File: config.mk
export PLATFORM = sky130hd
export DESIGN_NAME = flash_map_reader
export DESIGN_NICKNAME = d
export VERILOG_FILES = /design/src/rtl/flash_map_pkg.sv /design/src/rtl/flash_map_cfg.sv /design/src/rtl/flash_map_pick.sv /design/src/rtl/flash_map_seq.sv /design/src/rtl/flash_map_reader.sv
export SDC_FILE = /design/constraint.sdc
export NUM_CORES = 1
export LEC_CHECK = 0
export ABC_AREA = 1
export BUFFER_PORTS_ARGS = -buffer_cell sky130_fd_sc_hd__buf_2
export CAP_MARGIN = 20
export CORE_MARGIN = 2
export CORE_UTILIZATION = 50
export DETAILED_ROUTE_END_ITERATION = 16
export PLACE_DENSITY = 0.69
export SYNTH_ARGS = -nofsm -noshare
export SYNTH_HDL_FRONTEND = slang
export SYNTH_HIERARCHICAL = 1
export SYNTH_SLANG_ARGS = --single-unit
export TNS_END_PERCENT = 30
File: constraint.sdc
create_clock -name clk -period 3.3 [get_ports clk]
set_input_delay 0.825 -clock clk [delete_from_list [all_inputs] [get_ports clk]]
set_output_delay 0.825 -clock clk [all_outputs]
set_load 0.01 [all_outputs]
File: src/rtl/flash_map_pkg.sv
// Shared types for the memory-mapped flash read translator.
// Assumes the setup word layout listed in the brief.
package flash_map_pkg;

    typedef enum logic [1:0] {
        LANE_X1  = 2'd0,
        LANE_X2  = 2'd1,
        LANE_X4  = 2'd2,
        LANE_RAW = 2'd3
    } lane_mode_e;

    typedef enum logic [2:0] {
        S_IDLE, S_CMD, S_ADDR, S_DUMMY, S_DATA, S_RESP
    } seq_state_e;

    typedef struct packed {
        logic [1:0] burst;
        logic [1:0] asz;
        logic [1:0] dummy;
        lane_mode_e mode;
        logic [7:0] opcode;
    } rd_cfg_t;

    localparam logic [31:0] CFG_RESET = 32'h0000_0003;

    // Unpack the fields that drive a transaction from the stored word.
    function automatic rd_cfg_t cfg_decode(input logic [31:0] w);
        rd_cfg_t c;
        c.burst  = w[25:24];
        c.asz    = w[17:16];
        c.dummy  = w[13:12];
        c.mode   = lane_mode_e'(w[9:8]);
        c.opcode = w[7:0];
        return c;
    endfunction

    // log2 of the lane count used by the address, dummy and data phases.
    function automatic logic [1:0] lane_log2(input lane_mode_e m);
        case (m)
            LANE_X2: return 2'd1;
            LANE_X4: return 2'd2;
            default: return 2'd0;
        endcase
    endfunction

endpackage

File: src/rtl/flash_map_cfg.sv
// Setup word register with a sticky lock bit.
// Assumes bit 31 is the lock; once it is set, writes are dropped until reset.
module flash_map_cfg
    import flash_map_pkg::*;
(
    input  logic        clk,
    input  logic        rst_n,
    input  logic        we,
    input  logic [31:0] wdata,
    output logic [31:0] word
);

    // Hold the setup word; refuse updates once locked.
    always_ff @(posedge clk) begin
        if (!rst_n)
            word <= CFG_RESET;
        else if (we && !word[31])
            word <= wdata;
    end

endmodule

File: src/rtl/flash_map_pick.sv
// Selects the requested 32-bit word from the shifted-in fetch buffer.
// Assumes byte 0 of a line lands in bits 127:120 after a 16-byte fetch, and
// byte 0 of a word fetch lands in bits 31:24 (the slot of line byte 12).
module flash_map_pick (
    input  logic [127:0] line,
    input  logic         line_mode,
    input  logic [1:0]   wsel,
    output logic [31:0]  word
);

    // Gather four consecutive bytes, lowest address into the low lane.
    always_comb begin
        word = '0;
        for (int i = 0; i < 4; i++) begin
            logic [3:0] bidx;
            bidx = line_mode ? ({wsel, 2'b00} + 4'(i)) : (4'd12 + 4'(i));
            word[8*i +: 8] = line[(15 - int'(bidx)) * 8 +: 8];
        end
    end

endmodule

File: src/rtl/flash_map_seq.sv
// Burst sequencer: accepts one read, walks opcode, address, dummy and data
// phases on the serial pins, then offers the response.
// Assumes the setup word is stable only at acceptance; it is captured then.
// One serial clock period is two system clocks (low half, high half).
module flash_map_seq
    import flash_map_pkg::*;
#(
    parameter int WIN_BITS = 27,
    parameter int CS_BITS  = 2,
    parameter int NUM_CS   = 4
) (
    input  logic                        clk,
    input  logic                        rst_n,
    input  rd_cfg_t                     cfg,
    input  logic                        req_valid,
    output logic                        req_ready,
    input  logic [WIN_BITS+CS_BITS-1:0] req_addr,
    output logic                        rsp_valid,
    input  logic                        rsp_ready,
    output logic [127:0]                line_buf,
    output logic                        line_mode,
    output logic [1:0]                  wsel,
    output logic                        sck,
    output logic [NUM_CS-1:0]           cs_n,
    output logic [3:0]                  io_out,
    output logic [3:0]                  io_oe,
    input  logic [3:0]                  io_in
);

    seq_state_e           state;
    rd_cfg_t              cur;
    logic                 ph;
    logic [7:0]           cnt;
    logic [CS_BITS-1:0]   sel;
    logic [31:0]          off_q;
    logic [31:0]          out_sr;
    logic [31:0]          off_w;
    logic [31:0]          aligned;
    logic [1:0]           lg;
    logic [7:0]           n_addr, n_dummy, n_data;
    logic                 active;

    // Place a flash address MSB-aligned in the output shifter.
    function automatic logic [31:0] addr_load(input logic [31:0] a, input logic four);
        return four ? a : {a[23:0], 8'h00};
    endfunction

    // Decode window offset and align it to the fetch length of the live setup.
    always_comb begin
        off_w   = 32'(req_addr[WIN_BITS-1:0]);
        aligned = off_w & ((cfg.burst == 2'd3) ? ~32'hF : ~32'h3);
    end

    // Beat counts of each phase for the captured setup.
    always_comb begin
        lg      = lane_log2(cur.mode);
        n_addr  = ((cur.asz != 2'd0) ? 8'd32 : 8'd24) >> lg;
        n_dummy = {3'b000, cur.dummy, 3'b000} >> lg;
        n_data  = (line_mode ? 8'd128 : 8'd32) >> lg;
    end

    assign line_mode = (cur.burst == 2'd3);
    assign active    = (state == S_CMD) || (state == S_ADDR) ||
                       (state == S_DUMMY) || (state == S_DATA);
    assign req_ready = (state == S_IDLE);
    assign rsp_valid = (state == S_RESP);
    assign sck       = ph;

    // Main sequence: capture, shift out, shift in, hand over.
    always_ff @(posedge clk) begin
        if (!rst_n) begin
            state    <= S_IDLE;
            cur      <= '0;
            ph       <= 1'b0;
            cnt      <= '0;
            sel      <= '0;
            off_q    <= '0;
            wsel     <= '0;
            out_sr   <= '0;
            line_buf <= '0;
        end else begin
            case (state)
                S_IDLE: if (req_valid) begin
                    cur   <= cfg;
                    sel   <= req_addr[WIN_BITS +: CS_BITS];
                    off_q <= aligned;
                    wsel  <= req_addr[3:2];
                    cnt   <= '0;
                    ph    <= 1'b0;
                    if (cfg.mode == LANE_RAW) begin
                        state  <= S_ADDR;
                        out_sr <= addr_load(aligned, cfg.asz != 2'd0);
                    end else begin
                        state  <= S_CMD;
                        out_sr <= {cfg.opcode, 24'h0};
                    end
                end
                S_RESP: if (rsp_ready) state <= S_IDLE;
                default: begin
                    ph <= ~ph;
                    if (ph) begin
                        cnt <= cnt + 8'd1;
                        case (state)
                            S_CMD: begin
                                out_sr <= out_sr << 1;
                                if (cnt == 8'd7) begin
                                    state  <= S_ADDR;
                                    cnt    <= '0;
                                    out_sr <= addr_load(off_q, cur.asz != 2'd0);
                                end
                            end
                            S_ADDR: begin
                                out_sr <= out_sr << (6'd1 << lg);
                                if (cnt == n_addr - 8'd1) begin
                                    cnt   <= '0;
                                    state <= (n_dummy != 8'd0) ? S_DUMMY : S_DATA;
                                end
                            end
                            S_DUMMY: if (cnt == n_dummy - 8'd1) begin
                                cnt   <= '0;
                                state <= S_DATA;
                            end
                            S_DATA: begin
                                case (lg)
                                    2'd0:    line_buf <= {line_buf[126:0], io_in[1]};
                                    2'd1:    line_buf <= {line_buf[125:0], io_in[1:0]};
                                    default: line_buf <= {line_buf[123:0], io_in[3:0]};
                                endcase
                                if (cnt == n_data - 8'd1) begin
                                    cnt   <= '0;
                                    state <= S_RESP;
                                end
                            end
                            default: ;
                        endcase
                    end
                end
            endcase
        end
    end

    // Lane drive: opcode on one lane, address on the mode's lanes, else float.
    always_comb begin
        io_out = '0;
        io_oe  = '0;
        case (state)
            S_CMD: begin
                io_oe  = 4'b0001;
                io_out = {3'b000, out_sr[31]};
            end
            S_ADDR: case (lg)
                2'd0: begin
                    io_oe  = 4'b0001;
                    io_out = {3'b000, out_sr[31]};
                end
                2'd1: begin
                    io_oe  = 4'b0011;
                    io_out = {2'b00, out_sr[31:30]};
                end
                default: begin
                    io_oe  = 4'b1111;
                    io_out = out_sr[31:28];
                end
            endcase
            default: ;
        endcase
    end

    // One active-low select per device window.
    for (genvar i = 0; i < NUM_CS; i++) begin : g_cs
        assign cs_n[i] = !(active && (sel == CS_BITS'(i)));
    end

endmodule

File: src/rtl/flash_map_reader.sv
// Top of the memory-mapped flash read translator: setup register, burst
// sequencer and word picker. Assumes NUM_CS is a power of two so every
// address hits a window.
module flash_map_reader
    import flash_map_pkg::*;
#(
    parameter int WIN_BITS = 27,
    parameter int NUM_CS   = 4,
    localparam int CS_BITS = (NUM_CS > 1) ? $clog2(NUM_CS) : 1,
    localparam int ADDR_W  = WIN_BITS + CS_BITS
) (
    input  logic              clk,
    input  logic              rst_n,
    input  logic              cfg_we,
    input  logic [31:0]       cfg_wdata,
    output logic [31:0]       cfg_rdata,
    input  logic              req_valid,
    output logic              req_ready,
    input  logic [ADDR_W-1:0] req_addr,
    output logic              rsp_valid,
    input  logic              rsp_ready,
    output logic [31:0]       rsp_data,
    output logic              fl_sck,
    output logic [NUM_CS-1:0] fl_cs_n,
    output logic [3:0]        fl_io_out,
    output logic [3:0]        fl_io_oe,
    input  logic [3:0]        fl_io_in
);

    logic [127:0] line_buf;
    logic         line_mode;
    logic [1:0]   wsel;
    rd_cfg_t      cfg_f;

    assign cfg_f = cfg_decode(cfg_rdata);

    flash_map_cfg u_cfg (
        .clk   (clk),
        .rst_n (rst_n),
        .we    (cfg_we),
        .wdata (cfg_wdata),
        .word  (cfg_rdata)
    );

    flash_map_seq #(
        .WIN_BITS (WIN_BITS),
        .CS_BITS  (CS_BITS),
        .NUM_CS   (NUM_CS)
    ) u_seq (
        .clk       (clk),
        .rst_n     (rst_n),
        .cfg       (cfg_f),
        .req_valid (req_valid),
        .req_ready (req_ready),
        .req_addr  (req_addr),
        .rsp_valid (rsp_valid),
        .rsp_ready (rsp_ready),
        .line_buf  (line_buf),
        .line_mode (line_mode),
        .wsel      (wsel),
        .sck       (fl_sck),
        .cs_n      (fl_cs_n),
        .io_out    (fl_io_out),
        .io_oe     (fl_io_oe),
        .io_in     (fl_io_in)
    );

    flash_map_pick u_pick (
        .line      (line_buf),
        .line_mode (line_mode),
        .wsel      (wsel),
        .word      (rsp_data)
    );

endmodule

* Word-level counts from Yosys, hierarchy flattened *
Index checks and enable logic that the tools add are counted.
W data, S select, Z words.

storage, ports and cells
  bits in registers = 248
  output and inout port bits = 79
  logic and storage cells = 133

cells by class
  mux-type cells = 42
  equal/unequal tests = 24
  $add $sub $neg = 11
  bitwise gates (word level) = 4
  reduce and logical (&&, ||, !) cells = 30
  shift operators = 9

operator list
  operator               number
  $shiftx A128 B32 Y8    4
  $pmux W128 S2          1
  $mux W32               6
  $pmux W32 S2           2
  $mux W8                7
  $and A27 B32 Y32       1
  $pmux W4 S2            4
  $pmux W8 S4            1
  $shl A32 B6 Y32        1
  $eq A8 B8 Y1           3
  $mux W3                8
  $sub A8 B1 Y8 const B  3
  $mux W4                5
  $sub A4 B4 Y5 const A  4
  $ne A4 B4 Y1 const B   4
  $pmux W8 S2            1
  $shr A8 B2 Y8          2
  $eq A2 B2 Y1 const B   6
  $pmux W3 S4            1
  $add A4 B2 Y4 const B  2
  $add A8 B1 Y8 const B  1
  $eq A8 B3 Y1 const B   1
  $reduce_and A8 Y1      1
  $reduce_bool A8 Y1     1
  28 further kinds       50

* Depth between registers and ports, before layout *
Gate-level depths: netlist (run 1).

  depth after elaboration = 9
  mapped depth = 22
  mapped depth without buffers = 22

* By module *
Netlist (run 1), hierarchy kept.

modules (own cells, without submodules)
  module          cells each  area an instance (um^2)  times used
  flash_map_seq   1799        12493.2                  1
  flash_map_pick  383         1687.9                   1
  flash_map_cfg   202         1358.8                   1

* Worst setup path before layout (run 1) *
Ideal clock, no wire load.

  path type = reg-to-output
  start = reg u_seq/cur[8] in the netlist's numbering
  end = out fl_io_out[0]
  slack = 0.570 ns
  cell stages (with the launch flop) = 11
  arrival = 1.905 ns
  required time = 2.475 ns
  cells stage by stage = dfxtp_1 inv_1 ha_1 buf_2 inv_2 buf_4 nor2_2 buf_2 buf_2 a21oi_1 o221ai_1

between the ends
  word-level cells in the longest chain between the ends = 5
  elaborated cells on any way between the ends = 7

ends and longest elaborated chain
  what                                                     line                    text
  from (decl)                                              flash_map_seq.sv:31     rd_cfg_t cur;
  from (signal assigned)                                   flash_map_seq.sv:84     cur <= cfg;
  $eq A2 B2 Y1 / $eq A2 B1 Y1 (equally long branches)      flash_map_pkg.sv:39     case (m)
  $pmux W2 S2 (*)                                          flash_map_pkg.sv:39
  $eq A2 B1 Y1 / $logic_not A2 Y1 (equally long branches)  flash_map_seq.sv:151    S_ADDR: case (lg)
  $pmux W4 S2 (*)                                          flash_map_seq.sv:151
  $pmux W4 S2 (*)                                          flash_map_seq.sv:146    case (state)
  to (decl)                                                flash_map_reader.sv:25  output logic [3:0] fl_io_out,

Mark *: on every way between the ends. The rest lies on a longest branch, timed or not.

* Worst setup path after layout (run 1) *
  start = reg u_seq/cur[15] in the netlist's numbering
  end = out rsp_data[5]

between the ends
  word-level cells in the longest chain between the ends = 4

ends and longest elaborated chain
  what                 line                    text
  $eq A2 B2 Y1         flash_map_seq.sv:62     assign line_mode = (cur.burst == 2'd3);
  named net line_mode  flash_map_reader.sv:31  logic line_mode;
  $mux W4              flash_map_pick.sv:16    bidx = line_mode ? ({wsel, 2'b00} + 4'(i)) : (4'd12 + 4'(i));
  $sub A4 B4 Y5        flash_map_pick.sv:17    word[8*i +: 8] = line[(15 - int'(bidx)) * 8 +: 8];
  $shiftx A128 B32 Y8  flash_map_pick.sv:17
  to (decl)            flash_map_reader.sv:22  output logic [31:0] rsp_data,

The timed path passes the listed nets, and every way through them passes these cells.

==> flow_summary.ini, run 1 <==
[status]
status = complete, no violations

[power_and_ir_drop]
p_per_area_mw_per_mm2 = 707
p_leak_nw = 6.97
irDropWorstVdd_mv = 0.464

[placed_design]
port_buffers = 146
place_hpwl_um = 35200
place_inst = 2774
pre_cts_slack_ps = 424
gp_congestion = 0.940

[synth]
ys_async_sr_fraction = 0
synthFlopType = dfxtp_1
yosysTopAreaCell = dfxtp_1
synth_seq_cells = 241
synth_top_area_share = 0.310
synthCells = 2384
ys_warn_count = 6
synthesis.area_mm2 = 0.0155
synth-edff-count = 0
syn_area_per_cell_um2 = 6.52
synthTopCellsByArea = dfxtp_1 (31%), nand2_1 (10%), a211oi_1 (9.8%), inv_1 (8.7%), nand3_1 (7.4%)
syn_nets = 2462
synth.distinct_cells = 42
ys_seq_area_frac = 0.310

[setup_path]
r2r_cells = 15
critical_path_class = register to output port
cp.arrival_ps = 2390
crit_buf_inv = 4
cp-startpoint = u_seq/cur[15]
crit_required_ps = 2470
path_cells = nand2_1 -> inv_2 -> inv_2 -> nor2_4 -> buf_4 -> nand3_1 -> nand2_1 -> buf_2
path_depth = 8
r2r-start = u_seq/cur[8]
critPathCaptureType = output port
cp_slowest_cell = buf_4
crit_family = buffers and inverters
cp_slowest_stage_delay_ps = 370
path_max_fanout = 32
start_kind = register

[cts]
cts_made_buffers = 29
root_buffer = clkbuf_16
hold_buffers = 0
clock_path_buffers = 3
h-tree-depth = 1
clk-insertion-delay-late_ps = 560
clock-sinks = 241
cts_tree = yes
path_clk_slew_ps = 50

[sta]
finClkSkew_ps = 11.8
worstMarginPinSlew_ps = 917
whs_ps = 463
setup_ws_ps = 80.3
finalCritPeriodShare = 0.976
hold_viol = 0
setup_violations = 0
max_freq_ghz = 0.311
min_period_ps = 3220
maxSlewHeadroom = 0.388
rsz0062_at_grt = no
maxSlewViolCount = 0
fin_setup_tns_ps = 0

[drt]
vias_per_cell = 5.99
remaining_drc_errors = 0
via_count = 16931
avgRoutedWirePerCell_um = 18.2
routed_wl_um = 51500
firstDrtPassIters = 6
ant_nets = 0
drt-initial-drc-count = 1692

[finish]
multiInputGateArea_mm2 = 0.00836
n_fill_cell = 3137
nNetsFinal = 2488
final-seq-area_mm2 = 0.00482
final_common_cell = nand2_1
syn_to_final_growth_pct = 10.4
most-common-layout-cells = nand2_1 (429), inv_1 (359), dfxtp_1 (241), nand3_1 (229), a211oi_1 (202)
drive_gt1_frac = 0.112
stdcell_count = 2827

[die]
ios = 149
die_w_um = 180
die-area_mm2 = 0.0325
fp.dieH_um = 180
core_area_mm2 = 0.0306
rows = 64
start_util = 0.508

[global_route]
grt_max_degree = 160
use_met1 = 0.420
first_global_vias = 15628
grt_use_met2 = 0.484
antenna_found_initial = 2
busiest_layer = met2
grt_overflow = 0
use_met3 = 0.0501
grt.total_usage = 0.302
grt_first_pass_wirelength_um = 82100

[worst_hold_path]
hold_depth = 2
worstHoldPathType = register to register
min_from = u_seq/cur[14]

[flow_run]
drv_cap = 0
-- through the flow --
step	utilization	area, um^2	total power (W)
floorplan	-	15500	0.00737
global placement	0.529	16200	0.00881
detailed placement	0.529	16200	0.00883
CTS	0.559	17100	0.0120
global route	0.561	17200	0.0128
finish	0.561	17200	0.0121
-- per-layer routing --
metal  wire (um)  share of wire  up-vias
met4        1600          0.031        2
li1            -              -     8164
met5          13        0.00025        -
met2       23000           0.45      815
met3        4570          0.089      118
met1       22300           0.43     7832
-- sequential cells by signal, summed over array words and instances, names as in the netlist --
register        flops
u_seq/sck           1
u_seq/off_q        25
u_seq/cnt           8
u_seq/wsel          2
u_cfg/word         32
u_seq/sel           2
u_seq/cur           8
u_seq/out_sr       32
u_seq/line_buf    128
u_seq/state         3
-- worst register-to-register path, stage by stage (launching register included) --
cell	delay, ps
dfxtp_1	390
inv_1	130
ha_4	270
inv_4	110
buf_4	550
nand3_1	180
xor2_1	220
inv_1	60
nand2_1	50
nand2_1	50
nor2_1	100
nand3_1	100
nand2_1	140
nand3_2	180
nand3_1	120
a21oi_1	60
-- cell usage after synthesis, types with 2 or more instances --
cell	n
inv_2	18
dfxtp_1	241
clkbuf_1	96
buf_2	60
nor2_4	5
o21ai_1	4
a22oi_1	20
clkinv_1	3
nand2_2	3
nor2_1	115
o22ai_1	105
nor3_1	6
buf_1	5
buf_6	17
buf_4	11
mux2i_1	11
a211oi_1	202
o21ai_0	195
nor2_2	4
a31oi_1	33
inv_1	361
ha_1	8
a21oi_1	112
o221ai_1	9
o211ai_1	35
o2111ai_1	2
nand2_1	430
xor2_1	12
nand3_1	229
clkbuf_2	4
a221oi_1	12
nand4_1	5
nand3_2	2
-- report_power, final --
part           internal (W)  switching, W
clock network       0.00186       0.00128
logic               0.00149       0.00369
registers           0.00339      0.000412
total               0.00673       0.00538
-- path summary, 6_finish.rpt --
kind / to / slack (ps)
worst max-delay path: rsp_data[5] / 80
worst min-delay path: u_seq/cur[14] / 460
worst max register to register: u_seq/cnt[6] / 430
worst min register to register: u_seq/cur[14] / 460
-- final cells by class --
type	instances	area share
multi-input cells	1568	0.487
flip-flops and latches	241	0.281
inverters	382	0.0843
repair buffers	188	0.0645
clock buffers	45	0.0505
well taps	396	0.0289
clock inverters	6	0.00336
diodes	1	0.000146
-- what timing repair did --
action,CTS,global route
pin swaps,0,1
setup buffers,0,0
setup endpoints to repair,2,33
gates resized for setup,0,7
-- kinds of logic (layout without fill, tap and decap cells) --
group / after synthesis / after routing / synth area share
fa+ha+maj: 8 / 8 / 0.00644
buf+inv: 575 / 621 / 0.155
other cells: 0 / 1 / 0
mux: 11 / 11 / 0.00709
xor+xnor: 13 / 13 / 0.00733
flops: 241 / 241 / 0.310
simple gates: 803 / 803 / 0.219
compound gates: 733 / 733 / 0.295
(Power assumes the default switching activity.)
==> run 2, diff against run 1 <==
Settings changed: ABC_AREA 1 to unset.
==> run 2 against run 1 <==
Net effect: non-clock buffer count increased by 4; clock-buffer cell count decreased by 4; total power decreased by 22%; clock power increased by 2%; critical path depth unchanged; die area increased by 1.7%; synthesized cell count decreased by 11%; via count decreased by 5.3%; final area increased by 2.1%; flip-flop and latch count unchanged; largest cell class unchanged; largest power group is now registers.
==> flow_summary.ini, run 2 <==
[worst_hold_path]
worstHoldPathType = register to register
min_from = u_cfg/word[15]

[cts]
cts_made_buffers = 28
clock-sinks = 241
hold_buffers = 0
clock_path_buffers = 3
root_buffer = clkbuf_16
cts_tree = yes
h-tree-depth = 1
clk-insertion-delay-late_ps = 550
path_clk_slew_ps = 60

[setup_path]
critical_path_class = register to output port
critPathCaptureType = output port
cp-startpoint = u_seq/cur[8]
start_kind = register
r2r-start = u_seq/cur[8]
path_max_fanout = 12
crit_required_ps = 2470
cp.arrival_ps = 2360

[sta]
worstMarginPinSlew_ps = 1080
finClkSkew_ps = 16.8
whs_ps = 458
maxSlewHeadroom = 0.276
maxSlewViolCount = 0
finalCritPeriodShare = 0.965
hold_viol = 0
max_freq_ghz = 0.314
rsz0062_at_grt = yes
setup_violations = 0
min_period_ps = 3180

[drt]
avgRoutedWirePerCell_um = 19.6
ant_nets = 0
firstDrtPassIters = 6
vias_per_cell = 6.32
routed_wl_um = 49700
remaining_drc_errors = 0
via_count = 16037
drt-initial-drc-count = 1718

[finish]
finalInstanceArea_mm2 = 0.0175
max_flop_register = u_seq/line_buf
stdcell_count = 2538
drive_gt1_frac = 0.133
most-common-layout-cells = nand2_1 (469), o21ai_0 (303), dfxtp_1 (240), buf_2 (145), and2_1 (133)
fin_util = 0.559
reg_top3 = u_seq/line_buf: 128 flops, u_cfg/word: 32 flops, u_seq/out_sr: 32 flops
final_common_cell = nand2_1
nNetsFinal = 2195
n_antenna_cell = 0
syn_to_final_growth_pct = 10.8
largest_reg_flops = 128
multiInputGateArea_mm2 = 0.0100
final-seq-area_mm2 = 0.00483
n_fill_cell = 2934

[synth]
ys_async_sr_fraction = 0
synthCells = 2115
synth_fa_ha_area_frac = 0.00633
synth-edff-count = 0
synth_xor_area_frac = 0.00997
synth.distinct_cells = 69
synthFlopType = dfxtp_1
synth_simple_gate_area_frac = 0.240
synthTopCellsByArea = dfxtp_1 (31%), nand2_1 (11%), o21ai_0 (9.6%), a221o_1 (8.0%), and2_1 (5.3%)
synth_compound_area_frac = 0.301
synth_top_area_share = 0.305
ys_seq_area_frac = 0.305
yosysMostFrequentCell = nand2_1
syn_nets = 2193
syn_area_per_cell_um2 = 7.48
muxShareOfSynthArea = 0.0703
ys_warn_count = 6
synth_top_family_by_area = compound AO/OA/AOI/OAI gates
yosysTopAreaCell = dfxtp_1
netlist_top_cells_count = nand2_1 (469), o21ai_0 (303), dfxtp_1 (241)
synthesis.area_mm2 = 0.0158
synth_seq_cells = 241

[die]
fp.dieH_um = 182
rows = 65
core_area_mm2 = 0.0313
die_w_um = 182
start_util = 0.505
ios = 149
die-area_mm2 = 0.0331

[global_route]
antenna_found_initial = 0
grt_overflow = 0
grt.total_usage = 0.290
first_global_vias = 14837
grt_first_pass_wirelength_um = 79800
grt_max_degree = 253

[status]
status = complete, no violations

[placed_design]
gp_congestion = 0.947
place_area_mm2 = 0.0165
place_inst = 2487
port_buffers = 146
place_hpwl_um = 31900

[power_and_ir_drop]
irDropWorstVdd_mv = 0.513
finalPower_w = 0.00947
p_per_area_mw_per_mm2 = 541
p_leak_nw = 6.61

[flow_run]
drv_cap = 0
==> run 2: changes by cell type after synthesis, moves of 108 or more <==
cell | previous run | this run
a221o_1 | 0 | 126
o21ai_0 | 195 | 303
and2_1 | 0 | 133
a211oi_1 | 202 | 40
nand3_1 | 229 | 44
inv_1 | 361 | 12
==> run 2: timing repair <==
item,in CTS,in global routing
setup endpoints to repair,12,31
cloned,0,0
hold endpoints to repair,0,0
pin swaps,1,0
gates resized for setup,1,4
buffers inserted,1,0
==> run 2: path summary, 6_finish.rpt <==
path / end / cells past startpoint / slack [ps]
hold / removal: u_cfg/word[15] / 2 / 460
setup reg to reg: u_seq/cnt[1] / 11 / 250
setup / recovery: fl_io_out[0] / 8 / 120
hold reg to reg: u_cfg/word[15] / 2 / 460
==> run 2: final cells by class <==
| cell class | instances | area share |
|---|---|---|
| Clock buffer | 41 | 0.0469 |
| Clock inverter | 8 | 0.00672 |
| Inverter | 13 | 0.00293 |
| Multi-Input combinational cell | 1641 | 0.571 |
| Sequential cell | 241 | 0.276 |
| Tap cell | 402 | 0.0287 |
| Timing Repair Buffer | 192 | 0.0681 |
==> run 2: metal layers <==
| layer | GRT usage | vias up | wire length [um] |
|---|---|---|---|
| li1 | - | 7614 | - |
| met1 | 0.396 | 7583 | 21200 |
| met2 | 0.465 | 749 | 22800 |
| met3 | 0.0497 | 91 | 4140 |
| met4 | 0.0982 | 0 | 1620 |
| met5 | 0 | - | 0 |
==> run 2: kinds of logic after synthesis <==
| logic type | Yosys count |
|---|---|
| compound gates | 715 |
| xor+xnor | 18 |
| fa+ha+maj | 8 |
| buf+inv | 233 |
| flops | 241 |
| mux | 83 |
| simple gates | 817 |
==> run 2: through the flow <==
| step | setup slack (ps) | TNS, ps |
|---|---|---|
| floorplan | 91.2 | 0 |
| global placement | 344 | 0 |
| detailed placement | 257 | 0 |
| CTS | 55.0 | 0 |
| global route | -37.5 | -43.8 |
| finish | 116 | 0 |
==> run 2: worst max-delay path: stages (launching register included) <==
cell and delay (ps):
dfxtp_1 420, inv_1 140, ha_4 470, buf_4 250, nand2_1 60, o21ai_0 150, nand3b_1 90, o21ai_0 70
buf_2 160
==> run 2: power breakdown <==
group          leakage (nW)  internal, W  switching (W)  total [W]
registers              1.96      0.00317       0.000418    0.00359
clock network         0.460      0.00194        0.00126    0.00320
logic                  4.19      0.00107        0.00161    0.00269
